$ cat config.mk
export PLATFORM = sky130hd
export DESIGN_NAME = packed_field_editor
export DESIGN_NICKNAME = d
export VERILOG_FILES = /design/src/rtl/sfe_pkg.sv /design/src/rtl/sfe_occupancy.sv /design/src/rtl/sfe_pack.sv /design/src/rtl/sfe_edit_core.sv /design/src/rtl/packed_field_editor.sv
export SDC_FILE = /design/constraint.sdc
export NUM_CORES = 1
export LEC_CHECK = 0
export ABC_AREA = 1
export BUFFER_PORTS_ARGS = -buffer_cell sky130_fd_sc_hd__clkbuf_2
export CORE_MARGIN = 2
export CORE_UTILIZATION = 35
export DETAILED_ROUTE_END_ITERATION = 6
export GPL_TIMING_DRIVEN = 0
export SYNTH_ARGS = -nofsm -noshare
export SYNTH_HDL_FRONTEND = slang
export SYNTH_SLANG_ARGS = --single-unit
$ cat constraint.sdc
create_clock -name clk -period 2.32 [get_ports clk]
set_input_delay 0.58 -clock clk [delete_from_list [all_inputs] [get_ports clk]]
set_output_delay 0.58 -clock clk [all_outputs]
set_load 0.02 [all_outputs]
$ cat src/rtl/sfe_pkg.sv
package sfe_pkg;
   typedef enum logic [1:0] {
      SFE_PASS = 2'b00,
      SFE_INS  = 2'b01,
      SFE_DEL  = 2'b10,
      SFE_RSV  = 2'b11
   } sfe_op_e;
endpackage

$ cat src/rtl/sfe_occupancy.sv
// Recovers the valid-field count of one word from its flag and tail.
module sfe_occupancy #(
   parameter int FW = 8,
   parameter int NF = 4
) (
   input  logic [NF*FW+1:0]         word,
   output logic [$clog2(NF+1)-1:0]  count
);
   localparam int BW = NF*FW + 1;
   localparam int WW = BW + 1;
   localparam int CW = $clog2(NF+1);

   always_comb begin
      logic found;
      found = 1'b0;
      count = CW'(NF);
      if (word[WW-1]) begin
         count = '0;
         for (int b = BW-1; b >= 0; b--) begin
            if (!found && !word[b]) begin
               found = 1'b1;
               count = CW'(b / FW);
            end
         end
      end
   end
endmodule

$ cat src/rtl/sfe_pack.sv
// Formats a field list and a count into a modified word with its tail.
module sfe_pack #(
   parameter int FW = 8,
   parameter int NF = 4
) (
   input  logic [NF*FW-1:0]         fields,
   input  logic [$clog2(NF+1)-1:0]  n,
   output logic [NF*FW+1:0]         word
);
   localparam int CW = $clog2(NF+1);
   localparam logic [FW-1:0] TAIL_HEAD = ~FW'(1);

   for (genvar g = 0; g < NF; g++) begin : g_slot
      assign word[g*FW +: FW] = (CW'(g) <  n) ? fields[g*FW +: FW] :
                                (CW'(g) == n) ? TAIL_HEAD : '1;
   end
   assign word[NF*FW]   = (n != CW'(NF));
   assign word[NF*FW+1] = 1'b1;
endmodule

$ cat src/rtl/sfe_edit_core.sv
// Combinational insert/delete rearrangement and legality checks.
module sfe_edit_core
   import sfe_pkg::*;
#(
   parameter int FW = 8,
   parameter int NF = 4
) (
   input  logic [1:0]               op,
   input  logic [NF*FW-1:0]         old_f,
   input  logic [$clog2(NF+1)-1:0]  count,
   input  logic [$clog2(NF+1)-1:0]  slot,
   input  logic [FW-1:0]            value,
   input  logic                     spill_ok,
   output logic [NF*FW-1:0]         new_f,
   output logic [$clog2(NF+1)-1:0]  new_n,
   output logic [NF*FW-1:0]         spill_f,
   output logic                     edit,
   output logic                     err,
   output logic                     spill
);
   localparam int CW = $clog2(NF+1);
   localparam logic [CW-1:0] FULL = CW'(NF);

   logic [NF*FW-1:0] ins_f, del_f;
   logic is_ins, is_del, ins_bad, del_bad;

   for (genvar j = 0; j < NF; j++) begin : g_lane
      if (j == 0) begin : g_first
         assign ins_f[0 +: FW] = (slot == '0) ? value : old_f[0 +: FW];
      end else begin : g_rest
         assign ins_f[j*FW +: FW] = (CW'(j) <  slot) ? old_f[j*FW +: FW] :
                                    (CW'(j) == slot) ? value : old_f[(j-1)*FW +: FW];
      end
      if (j == NF-1) begin : g_last
         assign del_f[j*FW +: FW] = (CW'(j) < slot) ? old_f[j*FW +: FW] : '1;
      end else begin : g_mid
         assign del_f[j*FW +: FW] = (CW'(j) < slot) ? old_f[j*FW +: FW] : old_f[(j+1)*FW +: FW];
      end
   end

   assign is_ins  = (op == SFE_INS);
   assign is_del  = (op == SFE_DEL);
   assign ins_bad = (slot >= FULL) || (slot > count) || ((count == FULL) && !spill_ok);
   assign del_bad = (slot >= count);

   assign err   = (is_ins && ins_bad) || (is_del && del_bad);
   assign edit  = (is_ins && !ins_bad) || (is_del && !del_bad);
   assign spill = is_ins && !ins_bad && (count == FULL);
   assign new_f = is_ins ? ins_f : del_f;
   assign new_n = is_ins ? ((count == FULL) ? FULL : count + CW'(1)) : count - CW'(1);
   assign spill_f = {{((NF-1)*FW){1'b1}}, old_f[(NF-1)*FW +: FW]};
endmodule

$ cat src/rtl/packed_field_editor.sv
module packed_field_editor #(
   parameter int FW = 8,
   parameter int NF = 4
) (
   input  logic                     clk,
   input  logic                     rst_n,
   input  logic                     in_valid,
   input  logic [1:0]               in_op,
   input  logic [NF*FW+1:0]         in_word,
   input  logic [$clog2(NF+1)-1:0]  in_slot,
   input  logic [FW-1:0]            in_value,
   input  logic                     in_spill_ok,
   output logic                     out_valid,
   output logic [NF*FW+1:0]         out_word,
   output logic                     out_err,
   output logic                     out_spill_valid,
   output logic [NF*FW+1:0]         out_spill_word,
   output logic [$clog2(NF+1)-1:0]  out_count
);
   localparam int WW = NF*FW + 2;
   localparam int CW = $clog2(NF+1);

   if (FW < 2) begin : g_bad_fw
      $error("packed_field_editor: FW must be at least 2");
   end
   if (NF < 2) begin : g_bad_nf
      $error("packed_field_editor: NF must be at least 2");
   end

   logic [CW-1:0]    in_cnt, nx_cnt, new_n;
   logic [NF*FW-1:0] new_f, spill_f;
   logic             edit_c, err_c, spill_c;
   logic [WW-1:0]    pk_word, pk_spill, nx_word;

   sfe_occupancy #(.FW(FW), .NF(NF)) u_in_occ (.word(in_word), .count(in_cnt));

   sfe_edit_core #(.FW(FW), .NF(NF)) u_core (
      .op(in_op), .old_f(in_word[NF*FW-1:0]), .count(in_cnt), .slot(in_slot),
      .value(in_value), .spill_ok(in_spill_ok), .new_f(new_f), .new_n(new_n),
      .spill_f(spill_f), .edit(edit_c), .err(err_c), .spill(spill_c));

   sfe_pack #(.FW(FW), .NF(NF)) u_pack_main  (.fields(new_f),   .n(new_n),  .word(pk_word));
   sfe_pack #(.FW(FW), .NF(NF)) u_pack_spill (.fields(spill_f), .n(CW'(1)), .word(pk_spill));

   assign nx_word = edit_c ? pk_word : in_word;

   sfe_occupancy #(.FW(FW), .NF(NF)) u_out_occ (.word(nx_word), .count(nx_cnt));

   always_ff @(posedge clk or negedge rst_n) begin
      if (!rst_n) begin
         out_valid       <= 1'b0;
         out_err         <= 1'b0;
         out_spill_valid <= 1'b0;
         out_word        <= '0;
         out_spill_word  <= '0;
         out_count       <= CW'(NF);
      end else begin
         out_valid       <= in_valid;
         out_err         <= in_valid && err_c;
         out_spill_valid <= in_valid && spill_c;
         if (in_valid) begin
            out_word  <= nx_word;
            out_count <= nx_cnt;
         end
         if (in_valid && spill_c) out_spill_word <= pk_spill;
      end
   end
endmodule

# Word level (Yosys, flattened, before mapping)
# Cells that the tools add are included.
# totals
romBits	0
ff_bits	49
latch_bits	0
ramBits	0
word_cells	457
n_memories	0
# classes
shifts	0
magnitude_cmp	11
bitwise_logic	0
div	0
n_reduce_logical	209
mux	219
mul	0
n_addsub	2
eq_ne	10
# op_table
cell	count
two-way mux 3 bit	70
two-way mux 1 bit	132
logical NOT 1 bit	131
two-way mux 8 bit	15
logical AND 1 bit	72
two-way mux 34 bit	1
two-way mux 32 bit	1
== test 2 x 3 -> 1 bit, first input constant	4
less-than comparator 1 x 3 -> 1 bit, first input constant	4
less-than comparator 2 x 3 -> 1 bit, first input constant	4
== test 1 x 3 -> 1 bit, first input constant	2
logical NOT 3 bit	2
logical OR 1 bit	4
adder 3 x 1 -> 3 bit, second input constant	1
== test 3 bit, second input constant	1
greater-or-equal comparator 3 bit	1
greater-or-equal comparator 3 bit, second input constant	1
greater-than comparator 3 bit	1
!= test 3 bit, second input constant	1
subtractor 3 x 1 -> 3 bit, second input constant	1
== test 2 x 1 -> 1 bit, second input constant	1
== test 2 bit, second input constant	1

# Longest topological paths before layout
# logic_depth
depth_word	267
mapped_depth	36
depth_no_buf	35

# Cells and area by module
# From an unflattened synthesis, not the netlist that was laid out.
# unflattened
hier_cells	970
hier_area_um2	6140.9
# modules_own_cells
mod	area_each_um2	n_inst	cells_each
packed_field_editor	3555.9	1	485
sfe_edit_core	1584.0	1	305
sfe_pack	297.8	2	53
sfe_occupancy	202.7	2	37

# Worst setup path after synthesis
# OpenSTA, ideal clock, no wires.
# synth_timing
path_type	input to register
startpoint	in in_word[31]
endpoint	reg out_count[0]
required_ps	2254
n_path_buf	1
path_slack_ps	-1745
cell_stages	31
arrival_ps	3999
path_cell_list	nand2_1 > nor2_2 > nand3_2 > nor2_2 > nand4_2 > nor2_2 > nand4_2 > nor2_2 > nand4_2 > nor2_2 > nand4_1 > nand2_1 > nor2_1 > nor2_4 > ha_1 > nand3_1 > nand3_1 > nand3b_1 > nand2_1 > clkbuf_1 > nor2_1 > a31oi_1 > nand3_1 > nor3_1 > nand3_1 > nor2_2 > nand4_1 > or2_1 > nand2_1 > o21ai_1 > nand2_1
# synth_via
elab_chain_cells	265
word_cells_on_any_way	389
classes_between	2 x add/sub; 6 x order compare; 5 x eq/ne; 207 x mux; 169 x reduce/logical
# synth_lines
element	line	text
start, declared	packed_field_editor.sv:9	input logic [NF*FW+1:0] in_word,
parallel branches: the longest is 134 deep, another holds logical NOT 1 bit	n/a	
two-way mux 34 bit (*)	packed_field_editor.sv:45	assign nx_word = edit_c ? pk_word : in_word;
two-way mux 1 bit	sfe_occupancy.sv:20	if (!found && !word[b]) begin
two-way mux 1 bit	sfe_occupancy.sv:17	if (word[WW-1]) begin
logical NOT 1 bit	sfe_occupancy.sv:20	
logical AND 1 bit	sfe_occupancy.sv:20	
two-way mux 1 bit	sfe_occupancy.sv:20	
two-way mux 1 bit	sfe_occupancy.sv:17	
[116 not listed]	n/a	
logical NOT 1 bit	sfe_occupancy.sv:20	
logical AND 1 bit	sfe_occupancy.sv:20	
two-way mux 1 bit	sfe_occupancy.sv:20	
two-way mux 1 bit	sfe_occupancy.sv:17	
logical NOT 1 bit	sfe_occupancy.sv:20	
logical AND 1 bit	sfe_occupancy.sv:20	
two-way mux 3 bit	sfe_occupancy.sv:20	
two-way mux 3 bit (*)	sfe_occupancy.sv:17	
end signal, assigned	packed_field_editor.sv:56	out_count <= CW'(NF);
end signal, assigned	packed_field_editor.sv:63	out_count <= nx_cnt;
end, declared	packed_field_editor.sv:18	output logic [$clog2(NF+1)-1:0] out_count
# Every way passes the cells marked *. The select of a mux whose other input is x is not followed.
# A chain may end at the register's enable or synchronous reset.

# Worst setup path after layout
# layout_timing
startpoint	in in_word[30]
endpoint	reg out_count[0]
# layout_via
elab_chain_cells	261
word_cells_on_any_way	384
classes_between	2 x add/sub; 6 x order compare; 5 x eq/ne; 204 x mux; 167 x reduce/logical
# layout_lines
element	line
parallel branches: the longest is 130 deep, another holds logical NOT 1 bit	n/a
two-way mux 34 bit (*)	packed_field_editor.sv:45
two-way mux 1 bit	sfe_occupancy.sv:20
two-way mux 1 bit	sfe_occupancy.sv:17
logical NOT 1 bit	sfe_occupancy.sv:20
logical AND 1 bit	sfe_occupancy.sv:20
two-way mux 1 bit	sfe_occupancy.sv:20
two-way mux 1 bit	sfe_occupancy.sv:17
[116 not listed]	n/a
logical NOT 1 bit	sfe_occupancy.sv:20
logical AND 1 bit	sfe_occupancy.sv:20
two-way mux 1 bit	sfe_occupancy.sv:20
two-way mux 1 bit	sfe_occupancy.sv:17
logical NOT 1 bit	sfe_occupancy.sv:20
logical AND 1 bit	sfe_occupancy.sv:20
two-way mux 3 bit	sfe_occupancy.sv:20
two-way mux 3 bit (*)	sfe_occupancy.sv:17
# Marked as above.

==> results.txt <==
----------------------------------------------------
[Clocking]
  Clock tree from TritonCTS ... built
  Post-CTS clock slew at the launch and capture registers of the worst setup and hold paths ... 90 ps
  CTS sink count ... 49
  Count of hold buffers inserted by post-cts repair ... 0
  Clk_lat worst skew ... 310 ps
  Maximum clock path buffer count ... 2
  H-Tree Depth ... 2
  Number of buffers created by CTS ... 5
  Clock root buffer master ... sky130_fd_sc_hd__clkbuf_8

[Floorplanning]
  Floorplan die width ... 109 um
  IO Count ... 125
  Initial cell density of the core ... 35.7%
  Row Count ... 38
  Core Region ... 0.0108 sq mm
  Overall die area ... 0.0119 sq mm
  DIE HEIGHT ... 109 um

[Global routing]
  Final global-route overflow total ... 0
  Overall Global Routing Usage ... 24.3%
  Wire length of the first global-routing pass ... 22,500 um
  Antenna violations before repair ... 0
  Maximum number of pins on one net before global-route repair ... 50
  Via count of the first global-routing pass ... 4,336

[Critical path]
  Critical Path Start Type ... input pin
  Critical path start-end classification ... input pin to register
  Worst EP arrival ... 4430 ps
  Reg-to-reg startpoint ... out_spill_word[9]$_DFFE_PN0P_
  Critical path's most frequent cell ... sky130_fd_sc_hd__nor2_4
  Delay of the slowest cell on the worst path ... 220 ps
  Critical path origin ... in_word[30]
  CP max-delay cell ... sky130_fd_sc_hd__ha_4
  Endpoint kind of the worst setup timing path ... register
  Critical path peak fanout ... 5
  Required arrival time at the worst endpoint ... 2570 ps

[Place]
  Buffers on Ports ... 123
  GP Congestion ... 0.933
  HPWL Detailed ... 11,400 um
  Placement Cell Area ... 0.00483 sq mm

[Power]
  Cell Pwr Density ... 589 mW/mm^2
  Sequential power share ... 32.6%
  Combinational share of power ... 52.0%
  Worst IR Drop VDD ... 0.000450 V
  Cell-internal power ... 1890 uW
  Clock group share of total power ... 15.3%
  Switch share ... 43.0%
  Switching component of the power ... 1430 uW
  Leakage Power ... 0.00277 uW

[Timing]
  Crit path setup slack, layout ... -1860 ps
  Unrepaired setup endpoints after global routing ... true
  Slew at the pin closest to its max-slew limit ... 753 ps
  Setup Total Neg Slack ... -53,070 ps
  Time the worst path needs with I/O delays and setup ... 4180 ps
  Pins over their slew limit ... 0
  Remaining max-slew budget at the tightest pin ... 49.6%
  Maximum clock frequency ... 239 MHz
  Count of final hold-check violations ... 0
  Tcrit/Tclk final ... 180%
  Worst clock skew ... 0 ps
  Final setup violation count ... 48

[Drt]
  Total via count after detailed routing ... 4,672
  DRC violations left ... 0
  Drt first-iter violations ... 330
  First-pass iteration count of the detailed router ... 5
  Ratio of routed vias to standard cells ... 5.27
  Final Routed Wirelength ... 14,400 um
  Drt wl/cell ... 16.3 um
  Post-route ant nets ... 0

[Yosys]
  Sequential-to-total area share from yosys stat ... 31.7%
  Number of instances in the synthesized netlist ... 587
  Post-synth ARST share ... 100%
  Post-synth EDFFs ... 0
  Area of the mapped netlist ... 0.00387 sq mm
  Syn_nets ... 644
  Yosys cell types ... 44
  Yosys warning count ... 0
  Register bit count reported by yosys ... 49
  Dominant synthesized flop cell ... sky130_fd_sc_hd__dfrtp_1
  Per-instance average area after synthesis ... 6.60 sq um

[Job]
  Maximum capacitance violations ... 0

[Cells and area]
  Leading cell types in the layout, fill and taps excluded ... sky130_fd_sc_hd__nand2_1 (138), sky130_fd_sc_hd__clkbuf_2 (114), sky130_fd_sc_hd__buf_4 (51), sky130_fd_sc_hd__dfrtp_1 (48)
  Fin area ... 0.00563 sq mm
  Post-route core utilization ... 51.9%
  Signed area change from the synthesized netlist to the final layout ... 45.3%
  NumNets Final ... 803
  Leading cell type in the layout, fill and taps excluded ... sky130_fd_sc_hd__nand2_1
  Ratio of cells with drive above 1 in the final layout ... 39.8%
  Filler instances ... 1,106
  Count of inserted antenna diode cells ... 0

[Min path]
  Type of the most critical hold path ... input pin to asynchronous set/reset pin

[Outcome]
  Violated checks ... setup timing
  Outcome ... complete, but fails checks

----------------------------------------------------
## cell type report
cell class	instances	area, sq um	share of cell area (%)
timing repair buffer	152	956	17.0
buffer	50	384	6.83
multi-input combinational	430	2570	45.8
tap	140	175	3.11
inverter	58	223	3.96
sequential	49	1230	21.8
clock inverter	3	17.5	0.311
clock buffer	5	68.8	1.22
## timing repair
action | 4_1_cts | 5_1_grt
setup buffers | 14 | 13
pin swaps | 6 | 11
endpoints found under the setup margin | 48 | 48
cloned | 1 | 0
gates resized for setup | 63 | 89
endpoints found under the hold margin | 0 | 0
## power groups by stage
stage          Clock [uW]  Combinational (uW)  Sequential, uW
5_1_grt               554                1870            1110
6_report              508                1730            1080
3_3_place_gp            0                1500            1090
4_1_cts               517                1600            1090
2_1_floorplan           0                 843            1250
3_5_place_dp            0                1510            1100
## cells by family (layout without fill, tap and decap cells)
kind of cell,Yosys count,count (layout),share of synthesized area (%)
AO/OA/AOI/OAI,151,151,22.4
flip-flops,49,49,31.7
adder cells (fa/ha/maj),6,6,1.94
other,1,1,0.0968
multiplexers,1,1,0.291
XOR/XNOR,1,1,0.226
AND/OR/NAND/NOR,270,270,30.5
buffers and inverters,108,268,12.9
## flip-flops by register name (all words and copies together), names as in the netlist
signal and cells:
out_valid 1, out_err 1, out_count 3, out_word 34
out_spill_word 9, out_spill_valid 1
## Yosys cell counts (5+ instances only)
cell                       number  share of area [%]
sky130_fd_sc_hd__a211oi_1       6                1.2
sky130_fd_sc_hd__a21oi_1       27                3.5
sky130_fd_sc_hd__a31oi_1        7                1.1
sky130_fd_sc_hd__buf_4         25                4.8
sky130_fd_sc_hd__clkbuf_1      21                2.0
sky130_fd_sc_hd__dfrtp_1       48                 31
sky130_fd_sc_hd__ha_1           6                1.9
sky130_fd_sc_hd__inv_1         53                5.1
sky130_fd_sc_hd__nand2_1      154                 15
sky130_fd_sc_hd__nand3_1       30                3.9
sky130_fd_sc_hd__nand4_1       13                2.1
sky130_fd_sc_hd__nor2_1        49                4.7
sky130_fd_sc_hd__nor2_2         7                1.1
sky130_fd_sc_hd__o211ai_1       5               0.97
sky130_fd_sc_hd__o21ai_0       76                9.8
sky130_fd_sc_hd__o221ai_1       5                1.1
sky130_fd_sc_hd__o22ai_1        9                1.5
## worst max-delay path, delay by kind of cell
| kind | cells | cell delay [ps] |
|---|---|---|
| buf+inv | 2 | 250 |
| simple gates | 28 | 3100 |
| compound gates | 2 | 250 |
| fa+ha+maj | 1 | 220 |
## worst paths after layout
kind	end	slack, ps	cells after the start
max reg2reg	out_spill_word[9]$_DFFE_PN0P_	1220	1
max	out_count[0]$_DFFE_PN0P_	-1860	33
max in group asynchronous	out_count[2]$_DFFE_PN1P_	1540	2
min	out_word[10]$_DFFE_PN0P_	190	1
min in group clk	out_valid$_DFF_PN0_	440	1
min reg2reg	out_spill_word[2]$_DFFE_PN0P_	480	2
## per-layer routing
layer  share of wire, %  up-vias  track usage, %
met3                6.3       19            2.81
met4                1.7        0            6.96
met1                 46     2200            35.1
met2                 46      181            38.2
met5                  0        -               0
li1                   -     2272               -
## stage by stage
stage          setup slack [ps]  total power, uW  cells  hold WS, ps
6_report                  -1860             3320    887          185
5_1_grt                   -2190             3530    887          204
4_1_cts                   -1810             3200    873          441
3_5_place_dp              -2510             2610    850          463
3_3_place_gp              -2450             2590    850          455
2_1_floorplan             -1480             2090    587          284
Power figures use the tool's default switching activity.
